## config.mk

```make
export PLATFORM = sky130hd
export DESIGN_NAME = strop_seq
export DESIGN_NICKNAME = d
export VERILOG_FILES = /design/src/rtl/strop_pkg.sv /design/src/rtl/strop_ptr_step.sv /design/src/rtl/strop_agen.sv /design/src/rtl/strop_match.sv /design/src/rtl/strop_seq.sv
export SDC_FILE = /design/constraint.sdc
export NUM_CORES = 1
export LEC_CHECK = 0
export BUFFER_PORTS_ARGS = -buffer_cell sky130_fd_sc_hd__buf_2
export CAP_MARGIN = 40
export CORE_UTILIZATION = 60
export CTS_CLUSTER_DIAMETER = 150
export DETAILED_ROUTE_END_ITERATION = 6
export MAX_ROUTING_LAYER = met4
export PLACE_DENSITY_LB_ADDON = 0.25
export SLEW_MARGIN = 25
export SYNTH_ARGS = -nofsm -noshare
export SYNTH_HDL_FRONTEND = slang
export SYNTH_HIERARCHICAL = 1
export SYNTH_SLANG_ARGS = --single-unit
```

## constraint.sdc

```tcl
create_clock -name clk -period 6.5 [get_ports clk]
set_clock_uncertainty 0.2 [all_clocks]
set_input_delay 1.3 -clock clk [delete_from_list [all_inputs] [get_ports clk]]
set_output_delay 1.3 -clock clk [all_outputs]
set_load 0.03 [all_outputs]
```

## src/rtl/strop_pkg.sv

```systemverilog
// Shared types for the string sequencer: primitive codes, repeat modes,
// control states and the helpers that map a primitive to its first beat
// and to the pointers it steps. Assumes 3-bit primitive codes.
package strop_pkg;

    typedef enum logic [2:0] {
        OP_MOVE  = 3'd0,
        OP_CMP   = 3'd1,
        OP_SCAN  = 3'd2,
        OP_LOAD  = 3'd3,
        OP_STORE = 3'd4
    } op_e;

    localparam logic [1:0] RPT_WHILE_EQ = 2'd1;
    localparam logic [1:0] RPT_WHILE_NE = 2'd2;

    typedef enum logic [2:0] {
        ST_IDLE   = 3'd0,
        ST_RD_SRC = 3'd1,
        ST_RD_DST = 3'd2,
        ST_WR_DST = 3'd3,
        ST_STEP   = 3'd4,
        ST_DONE   = 3'd5
    } state_e;

    // First memory beat of an element for a primitive
    function automatic state_e first_beat(input op_e code);
        case (code)
            OP_SCAN:  first_beat = ST_RD_DST;
            OP_STORE: first_beat = ST_WR_DST;
            default:  first_beat = ST_RD_SRC;
        endcase
    endfunction

    // Primitive touches the source area
    function automatic logic uses_src(input op_e code);
        uses_src = (code == OP_MOVE) || (code == OP_CMP) || (code == OP_LOAD);
    endfunction

    // Primitive touches the destination area
    function automatic logic uses_dst(input op_e code);
        uses_dst = (code != OP_LOAD);
    endfunction

    // Primitive produces a zero flag
    function automatic logic sets_flag(input op_e code);
        sets_flag = (code == OP_CMP) || (code == OP_SCAN);
    endfunction

endpackage

```

## src/rtl/strop_ptr_step.sv

```systemverilog
// Pointer stepper: moves an offset by one element in the chosen direction.
// Assumes offsets wrap modulo 2^PTR_W; a disabled stepper passes through.
module strop_ptr_step #(
    parameter int PTR_W = 16
) (
    input  logic [PTR_W-1:0] ptr_in,
    input  logic             en,
    input  logic             dir,
    input  logic             wide,
    output logic [PTR_W-1:0] ptr_out
);
    localparam logic [PTR_W-1:0] STEP_BYTE = PTR_W'(1);
    localparam logic [PTR_W-1:0] STEP_WORD = PTR_W'(2);

    logic [PTR_W-1:0] inc;

    // Element size picks the stride; direction picks add or subtract
    always_comb begin
        inc = wide ? STEP_WORD : STEP_BYTE;
        if (!en)
            ptr_out = ptr_in;
        else if (dir)
            ptr_out = ptr_in - inc;
        else
            ptr_out = ptr_in + inc;
    end
endmodule

```

## src/rtl/strop_agen.sv

```systemverilog
// Address former: area base plus zero-extended offset.
// Assumes ADDR_W >= PTR_W; the equal-width variant is a plain add.
module strop_agen #(
    parameter int PTR_W  = 16,
    parameter int ADDR_W = 20
) (
    input  logic [ADDR_W-1:0] base,
    input  logic [PTR_W-1:0]  ofs,
    output logic [ADDR_W-1:0] addr
);
    localparam int PAD_W = ADDR_W - PTR_W;

    generate
        if (PAD_W > 0) begin : g_pad
            // Widen the offset before the add
            always_comb addr = base + {{PAD_W{1'b0}}, ofs};
        end else begin : g_flat
            // Widths match, add directly
            always_comb addr = base + ofs[ADDR_W-1:0];
        end
    endgenerate
endmodule

```

## src/rtl/strop_match.sv

```systemverilog
// Element comparator: equality over the full word or over the low byte.
// Assumes DATA_W is even; the byte is the low half.
module strop_match #(
    parameter int DATA_W = 16
) (
    input  logic [DATA_W-1:0] lhs,
    input  logic [DATA_W-1:0] rhs,
    input  logic              wide,
    output logic              equal
);
    localparam int HALF_W = DATA_W / 2;

    // Compare in the selected element width
    always_comb begin
        if (wide)
            equal = (lhs == rhs);
        else
            equal = (lhs[HALF_W-1:0] == rhs[HALF_W-1:0]);
    end
endmodule

```

## src/rtl/strop_seq.sv

```systemverilog
// String sequencer top: takes a command, then walks elements one memory beat
// at a time, stepping pointers and the count in a dedicated step cycle and
// ending on count exhaustion or on a compare condition. Assumes the memory
// holds rdata valid in the cycle it raises ack, and little-endian words.
module strop_seq
    import strop_pkg::*;
#(
    parameter int PTR_W  = 16,
    parameter int ADDR_W = 20,
    parameter int DATA_W = 16,
    parameter int CNT_W  = 16
) (
    input  logic              clk,
    input  logic              rst_n,
    input  logic              start,
    input  logic [2:0]        op,
    input  logic              wide,
    input  logic [1:0]        rep_mode,
    input  logic              dir,
    input  logic [ADDR_W-1:0] src_base,
    input  logic [ADDR_W-1:0] dst_base,
    input  logic [PTR_W-1:0]  src_ptr_in,
    input  logic [PTR_W-1:0]  dst_ptr_in,
    input  logic [CNT_W-1:0]  count_in,
    input  logic [DATA_W-1:0] acc_in,
    output logic              mem_req,
    output logic              mem_we,
    output logic              mem_wide,
    output logic [ADDR_W-1:0] mem_addr,
    output logic [DATA_W-1:0] mem_wdata,
    input  logic [DATA_W-1:0] mem_rdata,
    input  logic              mem_ack,
    output logic              busy,
    output logic              done,
    output logic [PTR_W-1:0]  src_ptr,
    output logic [PTR_W-1:0]  dst_ptr,
    output logic [CNT_W-1:0]  count,
    output logic [DATA_W-1:0] acc,
    output logic              zf
);
    localparam int HALF_W = DATA_W / 2;
    localparam logic [CNT_W-1:0] CNT_ONE = CNT_W'(1);

    state_e            state_q;
    op_e               op_q;
    logic              wide_q;
    logic [1:0]        rep_q;
    logic              dir_q;
    logic [ADDR_W-1:0] sbase_q;
    logic [ADDR_W-1:0] dbase_q;
    logic [PTR_W-1:0]  sptr_q;
    logic [PTR_W-1:0]  dptr_q;
    logic [CNT_W-1:0]  cnt_q;
    logic [DATA_W-1:0] acc_q;
    logic              zf_q;
    logic [DATA_W-1:0] elem_src_q;
    logic [DATA_W-1:0] elem_dst_q;

    logic [ADDR_W-1:0] src_addr;
    logic [ADDR_W-1:0] dst_addr;
    logic [PTR_W-1:0]  sptr_next;
    logic [PTR_W-1:0]  dptr_next;
    logic [DATA_W-1:0] cmp_lhs;
    logic              elem_equal;
    logic [CNT_W-1:0]  cnt_dec;
    logic              stop_early;
    logic              run_end;
    logic              beat_done;
    logic              cmd_valid;
    op_e               op_cmd;

    // Address formation for each area
    strop_agen #(.PTR_W(PTR_W), .ADDR_W(ADDR_W)) i_agen_src (
        .base (sbase_q),
        .ofs  (sptr_q),
        .addr (src_addr)
    );

    strop_agen #(.PTR_W(PTR_W), .ADDR_W(ADDR_W)) i_agen_dst (
        .base (dbase_q),
        .ofs  (dptr_q),
        .addr (dst_addr)
    );

    // Pointer steppers, enabled by the areas the primitive touches
    strop_ptr_step #(.PTR_W(PTR_W)) i_step_src (
        .ptr_in  (sptr_q),
        .en      (uses_src(op_q)),
        .dir     (dir_q),
        .wide    (wide_q),
        .ptr_out (sptr_next)
    );

    strop_ptr_step #(.PTR_W(PTR_W)) i_step_dst (
        .ptr_in  (dptr_q),
        .en      (uses_dst(op_q)),
        .dir     (dir_q),
        .wide    (wide_q),
        .ptr_out (dptr_next)
    );

    // Compare source element (compare) or accumulator (scan) to destination element
    always_comb cmp_lhs = (op_q == OP_CMP) ? elem_src_q : acc_q;

    strop_match #(.DATA_W(DATA_W)) i_match (
        .lhs   (cmp_lhs),
        .rhs   (elem_dst_q),
        .wide  (wide_q),
        .equal (elem_equal)
    );

    // Command decode: only codes 0..4 carry work
    always_comb begin
        cmd_valid = (op <= 3'd4);
        op_cmd    = cmd_valid ? op_e'(op) : OP_MOVE;
    end

    // End-of-element decision
    always_comb begin
        cnt_dec    = cnt_q - CNT_ONE;
        stop_early = sets_flag(op_q) &&
                     (((rep_q == RPT_WHILE_EQ) && !elem_equal) ||
                      ((rep_q == RPT_WHILE_NE) &&  elem_equal));
        run_end    = (cnt_dec == '0) || stop_early;
    end

    // Memory port drive from the current state
    always_comb begin
        mem_req   = (state_q == ST_RD_SRC) || (state_q == ST_RD_DST) || (state_q == ST_WR_DST);
        mem_we    = (state_q == ST_WR_DST);
        mem_wide  = wide_q;
        mem_addr  = (state_q == ST_RD_SRC) ? src_addr : dst_addr;
        mem_wdata = (op_q == OP_MOVE) ? elem_src_q : acc_q;
        if (!wide_q)
            mem_wdata = {{(DATA_W-HALF_W){1'b0}}, mem_wdata[HALF_W-1:0]};
        beat_done = mem_req && mem_ack;
    end

    // Control state and datapath registers
    always_ff @(posedge clk) begin
        if (!rst_n) begin
            state_q    <= ST_IDLE;
            op_q       <= OP_MOVE;
            wide_q     <= 1'b0;
            rep_q      <= 2'd0;
            dir_q      <= 1'b0;
            sbase_q    <= '0;
            dbase_q    <= '0;
            sptr_q     <= '0;
            dptr_q     <= '0;
            cnt_q      <= '0;
            acc_q      <= '0;
            zf_q       <= 1'b0;
            elem_src_q <= '0;
            elem_dst_q <= '0;
        end else begin
            case (state_q)
                ST_IDLE: begin
                    if (start) begin
                        op_q    <= op_cmd;
                        wide_q  <= wide;
                        rep_q   <= rep_mode;
                        dir_q   <= dir;
                        sbase_q <= src_base;
                        dbase_q <= dst_base;
                        sptr_q  <= src_ptr_in;
                        dptr_q  <= dst_ptr_in;
                        cnt_q   <= count_in;
                        acc_q   <= acc_in;
                        if (!cmd_valid || (count_in == '0))
                            state_q <= ST_DONE;
                        else
                            state_q <= first_beat(op_cmd);
                    end
                end
                ST_RD_SRC: begin
                    if (beat_done) begin
                        elem_src_q <= mem_rdata;
                        if (op_q == OP_CMP)
                            state_q <= ST_RD_DST;
                        else if (op_q == OP_MOVE)
                            state_q <= ST_WR_DST;
                        else
                            state_q <= ST_STEP;
                    end
                end
                ST_RD_DST: begin
                    if (beat_done) begin
                        elem_dst_q <= mem_rdata;
                        state_q    <= ST_STEP;
                    end
                end
                ST_WR_DST: begin
                    if (beat_done)
                        state_q <= ST_STEP;
                end
                ST_STEP: begin
                    sptr_q <= sptr_next;
                    dptr_q <= dptr_next;
                    cnt_q  <= cnt_dec;
                    if (sets_flag(op_q))
                        zf_q <= elem_equal;
                    if (op_q == OP_LOAD) begin
                        if (wide_q)
                            acc_q <= elem_src_q;
                        else
                            acc_q <= {acc_q[DATA_W-1:HALF_W], elem_src_q[HALF_W-1:0]};
                    end
                    state_q <= run_end ? ST_DONE : first_beat(op_q);
                end
                ST_DONE: state_q <= ST_IDLE;
                default: state_q <= ST_IDLE;
            endcase
        end
    end

    // Status and result outputs
    always_comb begin
        busy    = (state_q != ST_IDLE);
        done    = (state_q == ST_DONE);
        src_ptr = sptr_q;
        dst_ptr = dptr_q;
        count   = cnt_q;
        acc     = acc_q;
        zf      = zf_q;
    end

    // Assertions guarding the control and memory port
    AST_DONE_PULSE: assert property (@(posedge clk) disable iff (!rst_n)
        done |=> !done);
    AST_IDLE_HOLD: assert property (@(posedge clk) disable iff (!rst_n)
        (!busy && !start) |=> ($stable(src_ptr) && $stable(dst_ptr) && $stable(count) && $stable(acc)));
    AST_REQ_HELD: assert property (@(posedge clk) disable iff (!rst_n)
        (mem_req && !mem_ack) |=> (mem_req && $stable(mem_addr) && $stable(mem_we)));
    AST_CMP_NO_WRITE: assert property (@(posedge clk) disable iff (!rst_n)
        (mem_req && (op_q == OP_CMP)) |-> !mem_we);
    AST_SCAN_NO_WRITE: assert property (@(posedge clk) disable iff (!rst_n)
        (mem_req && (op_q == OP_SCAN)) |-> !mem_we);
    AST_ZERO_COUNT_IDLE_PORT: assert property (@(posedge clk) disable iff (!rst_n)
        (start && !busy && (count_in == '0)) |=> (done && !mem_req));
    AST_WORK_LEFT: assert property (@(posedge clk) disable iff (!rst_n)
        mem_req |-> (count != '0));
    AST_FLAG_ONLY_ON_COMPARE: assert property (@(posedge clk) disable iff (!rst_n)
        (busy && !sets_flag(op_q)) |=> $stable(zf));

endmodule

```

# Word level (Yosys, flattened, before mapping)
# Cells that the tools add are included.
word_totals:
  ff_bits: 147
  input_bits: 131
  out_inout_bits: 106
  word_cells: 108
classes:
  n_addsub: 7
  order_cmp: 1
  n_eq_ne: 23
  mux: 31
  reduce_logical: 31
op_table:
  columns: ["op", "n"]
  rows:
  - ["$mux 16", 13]
  - ["$pmux 16 s2", 4]
  - ["$add 20x16->20", 2]
  - ["$add 16x16->16", 2]
  - ["$logic_not 16->1", 2]
  - ["$sub 16x16->16", 2]
  - ["$mux 3", 8]
  - ["$mux 20", 1]
  - ["$eq 16x16->1", 1]
  - ["$sub 16x1->16 const B", 1]
  - ["$eq 3x2->1 const B", 5]
  - ["$eq 3x3->1 const B", 4]
  - ["$pmux 3 s4", 1]
  - ["$reduce_and 3->1", 4]
  - ["$reduce_and 2->1", 5]
  - ["$eq 8x8->1", 1]
  - ["$logic_or 1x1->1", 8]
  - ["$ne 2x2->1 const B", 4]
  - ["$pmux 2 s2", 2]
  - ["$eq 3x1->1 const B", 2]
  - ["$logic_not 3->1", 2]
  - ["$ne 2x1->1 const B", 3]
  - ["$logic_and 1x1->1", 4]
  - ["$reduce_and 4->1", 1]
  - ["10 further kinds", 11]

# Logic depth before layout (Yosys ltp)
logic_depth:
  word_depth: 11
  ltp_mapped: 13
  ltp_nobuf: 12

# By module
# Netlist, hierarchy kept.
by_module_without_submodules:
  columns: ["mod", "instances", "cells_per_inst", "area_each_um2", "seq_area_each_um2"]
  rows:
  - ["strop_seq", 1, 855, 6792.8, 2942.8]
  - ["strop_ptr_step", 2, 138, 1023.5, 0.0]
  - ["strop_agen at i_agen_src", 1, 115, 885.8, 0.0]
  - ["strop_agen at i_agen_dst", 1, 106, 793.3, 0.0]
  - ["strop_match", 1, 22, 176.4, 0.0]

# Worst setup path before layout
# No wires, ideal clock.
synth_path:
  path_kind: "register -> output"
  startpoint: "register dptr_q[0] (netlist: dst_ptr[0])"
  endpoint: "output port mem_addr[12]"
  arrival_ps: 2605
  required_ps: 5000
  path_slack_ps: 2395
  path_stages_with_launch: 10
  path_buffers: 0
  path_cell_list: "dfxtp_1 ha_1 fa_1 a21o_1 a221oi_2 o211ai_1 a31o_1 a21o_1 xor2_1 mux2_2"
synth_via:
  elab_chain_len: 2
synth_lines:
  columns: ["element", "line_no", "text"]
  rows:
  - ["from (decl)", "strop_seq.sv:52", "logic [PTR_W-1:0] dptr_q;"]
  - ["from (signal assigned)", "strop_seq.sv:167", "dptr_q <= dst_ptr_in;"]
  - ["from (signal assigned)", "strop_seq.sv:199", "dptr_q <= dptr_next;"]
  - ["$add 20x16->20", "strop_agen.sv:16", "always_comb addr = base + {{PAD_W{1'b0}}, ofs};"]
  - ["via dst_addr[12]", "strop_seq.sv:60", "logic [ADDR_W-1:0] dst_addr;"]
  - ["$mux 20", "strop_seq.sv:132", "mem_addr = (state_q == ST_RD_SRC) ? src_addr : dst_addr;"]
  - ["to (decl)", "strop_seq.sv:29", "output logic [ADDR_W-1:0] mem_addr,"]
# The timed path passes the listed nets, and every way through them passes these cells.

# Final worst setup path
# Ends and elaborated chain as after synthesis.

==> reports/qor.log <==
[setup_path] data arrival at the endpoint of the critical path 3280 ps
[timing] total count of hold-check failures in the final report 0
[timing] total negative setup slack 0 ps
[routing] vias after detailed routing 11,040
[final_layout] fill count 1,415
[global_route] residual overflow from global routing 0
[timing] min cycle time layout 4777 ps
[timing] slew margin rel. 45.51%
[routing] wire per inst 17.47 um
[setup_path] CP startpoint kind flip-flop
[logic_synthesis] cell count after synthesis 1,374
[logic_synthesis] Yosys warning count 6
[pwr] leakage power of the design 5.783 nW
[routing] detailed-route vias per instance 6.117
[setup_path] type of the worst setup path flip-flop to output pin
[setup_path] cell with the most instances on the worst path sky130_fd_sc_hd__a21o_1
[global_route] total routing resource utilization after global routing 34.93%
[final_layout] layout cells sized above 1 24.52%
[timing] final count of negative-setup-slack endpoints 0
[clock_network] Worst-Skew Late Latency 440 ps
[logic_synthesis] Distinct cells, synth 90
[clock_network] clock sink total 147
[logic_synthesis] share of async-settable or async-resettable flops after synthesis 0%
[timing] Worst Setup Slack, final 1723 ps
[clock_network] cell chosen for the clock root sky130_fd_sc_hd__clkbuf_16
[floorplanning] Core Region 17,360 um^2
[outcome] outcome finished clean
[clock_network] CTS max path bufs 2
[routing] total wire length 31,520 um
[global_route] global-route layer with the greatest usage met2
[setup_path] Critical Path, Cell by Cell ha_1, fa_1, a21o_1, a221oi_2, o211ai_1, a31o_1, a21o_1, xor2_1, mux2_2, buf_2
[final_layout] most common cell after layout, fill and taps aside sky130_fd_sc_hd__nand2_1
[timing] unrepaired setup endpoints after global routing no
[logic_synthesis] most used flip-flop cell after synthesis sky130_fd_sc_hd__dfxtp_1
[final_layout] leading cell types in the layout, fill and taps excluded sky130_fd_sc_hd__nand2_1, sky130_fd_sc_hd__buf_2, sky130_fd_sc_hd__a21oi_1
[routing] DRC violation count after routing 0
[global_route] maximum number of pins on one net before global-route repair 59
[routing] DRT Pass-1 Iters 7
[setup_path] sort of element at the end of the critical path output pin
[floorplanning] initial standard-cell utilization of the core 61.62%
[routing] Post-DRT Antenna Nets 0
[clock_network] H-tree lvl count 4
[logic_synthesis] synthesized flop and latch total 147
[floorplanning] Site Rows 48
[worst_hold_path] path type of the worst min-delay path flip-flop to flip-flop
[clock_network] Post-CTS Resized 0
[floorplanning] IO Count 237
[run] reported max-cap violation count 0
[floorplanning] Die Footprint 18,360 um^2
[timing] number of max-slew violations in the final report 0
[final_layout] area used by sequential logic in the layout 2943 um^2
[clock_network] CTS tree yes
[setup_path] slowest CP cell sky130_fd_sc_hd__fa_1
[clock_network] clock buffer count from CTS 17
[setup_path] Worst Path Max Fanout 5
[logic_synthesis] number of flops mapped to enable cells by yosys 0
[placement] worst slack at placement 2240 ps
[pwr] IR drop worst, VDD 0.3588 mV
[placement] placed wire-length estimate 22,810 um
[clock_network] Hold-fix buffers, CTS 0
[global_route] met2 track demand over resource in global routing 56.21%
[global_route] antenna violations before repair 1
[placement] port buffer count 236
[logic_synthesis] portion of the post-synthesis area used by sequential elements 27.52%
[clock_network] postcts setup bufs 0
[timing] Final Cycle Share 73.49%
[floorplanning] die span in y 135.5 um
[final_layout] area of combinational cells with multiple inputs 7343 um^2
[logic_synthesis] synthesized area divided by synthesized cell count 7.784 um^2
[timing] slew at the pin closest to its max-slew limit 816.4 ps
[final_layout] layout net count 1,764
[setup_path] Top Family by Delay on Critical Path compound AO/OA/AOI/OAI gates
[setup_path] highest cell delay on the worst timing path 410 ps
[final_layout] area grow syn2layout 17.96%
[pwr] P per Cell Area 449.0 nW/um^2
[timing] highest achievable clock rate 209.3 MHz
[global_route] met3 Resource Use GR 4.452%
[placement] routability-driven placement congestion ratio 0.9405
[setup_path] flop2flop setup slack 2460 ps
[global_route] global-route wire length before repair 49,330 um
[floorplanning] Die X 135.5 um
[logic_synthesis] Synth Net Count 1,573
[routing] First DRT Iteration DRCs 935
[timing] final worst hold slack 263.3 ps
[logic_synthesis] post-synthesis instance area 10,700 um^2
[setup_path] buffers and inverters on the worst path 1
[global_route] met1 Resource Use GR 44.15%
[clock_network] CTS clock-pin slew for the worst setup and hold paths 70 ps
[global_route] via count of the first global-routing pass 9,948
[setup_path] required time of the worst setup path 5000 ps
[worst register-to-register path, stage by stage (launching register included)]
cell	delay, ps
sky130_fd_sc_hd__dfxtp_1	510
sky130_fd_sc_hd__nor3b_4	760
sky130_fd_sc_hd__mux2_2	430
sky130_fd_sc_hd__xnor2_1	130
sky130_fd_sc_hd__nand4_1	100
sky130_fd_sc_hd__o21ai_0	120
sky130_fd_sc_hd__and3_1	280
sky130_fd_sc_hd__or3b_4	420
sky130_fd_sc_hd__a211oi_4	310
sky130_fd_sc_hd__a211oi_1	100
sky130_fd_sc_hd__or3_1	380
sky130_fd_sc_hd__a22o_1	210
[report_power, final]
| part | internal [mW] | total [mW] | switching [mW] |
|---|---|---|---|
| Combinational | 1.21 | 3.25 | 2.03 |
| Sequential | 1.12 | 1.42 | 0.298 |
| Clock | 0.544 | 0.998 | 0.454 |
[stage by stage]
stage	total power [mW]	instance area [um^2]	utilization (%)	cells
after detailed placement	4.584	11970	68.97	1768
after floorplan	3.782	10700	-	1374
after CTS	5.598	12560	72.36	1800
after global routing	6.007	12620	72.69	1804
final	5.665	12620	72.69	1804
after global placement	4.492	11880	68.44	1763
[Yosys cell counts, drive strengths merged (8+ instances only)]
library cell  count  area (um^2)
a211oi           10        97.59
a21boi           13        97.59
a21o             32        241.5
a21oi           158        832.0
a222oi           24        240.2
a311oi           19        166.4
a31oi             9        68.81
and2             11        68.82
buf              31        170.2
clkbuf           48        181.4
dfxtp           147         2943
ha               64        800.8
inv              23        86.33
mux2             60        683.2
nand2           291         1092
nand3            17        85.08
nand4            11        68.82
nor2            117        446.7
nor2b            12        75.07
nor3             18        122.6
nor4              9        56.30
o21a              8        61.31
o21ai            39        206.5
o22ai            12        75.07
xnor2            46        402.9
xor2             35        306.5
[routing by layer]
metal,wire length (um),part of all wire (%),up-vias
met5,0,0,-
met4,912,2.9,0
met3,2512,8.0,64
met2,14850,47,536
met1,13250,42,5116
li1,-,-,5319
[final timing paths]
| kind | startpoint | depth (start not counted) | end |
|---|---|---|---|
| worst min register to register | dbase_q[2]$_SDFFE_PN0P_ | 2 | dbase_q[2]$_SDFFE_PN0P_ |
| worst max register to register | op_q[0]$_SDFFE_PN0P_ | 11 | state_q[1]$_SDFFE_PN0P_ |
| worst min-delay path | dbase_q[2]$_SDFFE_PN0P_ | 2 | dbase_q[2]$_SDFFE_PN0P_ |
| worst max-delay path | dst_ptr[0]$_SDFFE_PN0P_ | 10 | mem_addr[12] |
[cell type report]
type / count / share of cell area (%)
inverters: 23 / 0.7042
repair buffers: 251 / 10.85
clock buffers: 17 / 3.372
clock inverters: 15 / 1.289
well taps: 225 / 2.231
diodes: 1 / 0.01984
multi-input cells: 1125 / 58.21
flip-flops and latches: 147 / 23.33
[cells by family after synthesis]
family          after synthesis  share of synthesized area [%]
simple gates                532                          22.32
mux                          64                          6.762
fa+ha+maj                    68                          8.236
buf+inv                     102                          4.095
xor+xnor                     81                          6.633
flops                       147                          27.52
compound gates              380                          24.44
[sequential cells by signal, indices dropped and copies added (netlist names)]
signal / count
acc: 16
count: 16
dbase_q: 20
dir_q: 1
dst_ptr: 16
elem_dst_q: 16
elem_src_q: 16
mem_wide: 1
op_q: 3
rep_q: 2
sbase_q: 20
src_ptr: 16
state_q: 3
zf: 1
No activity file was read; power rests on OpenSTA's default activity.
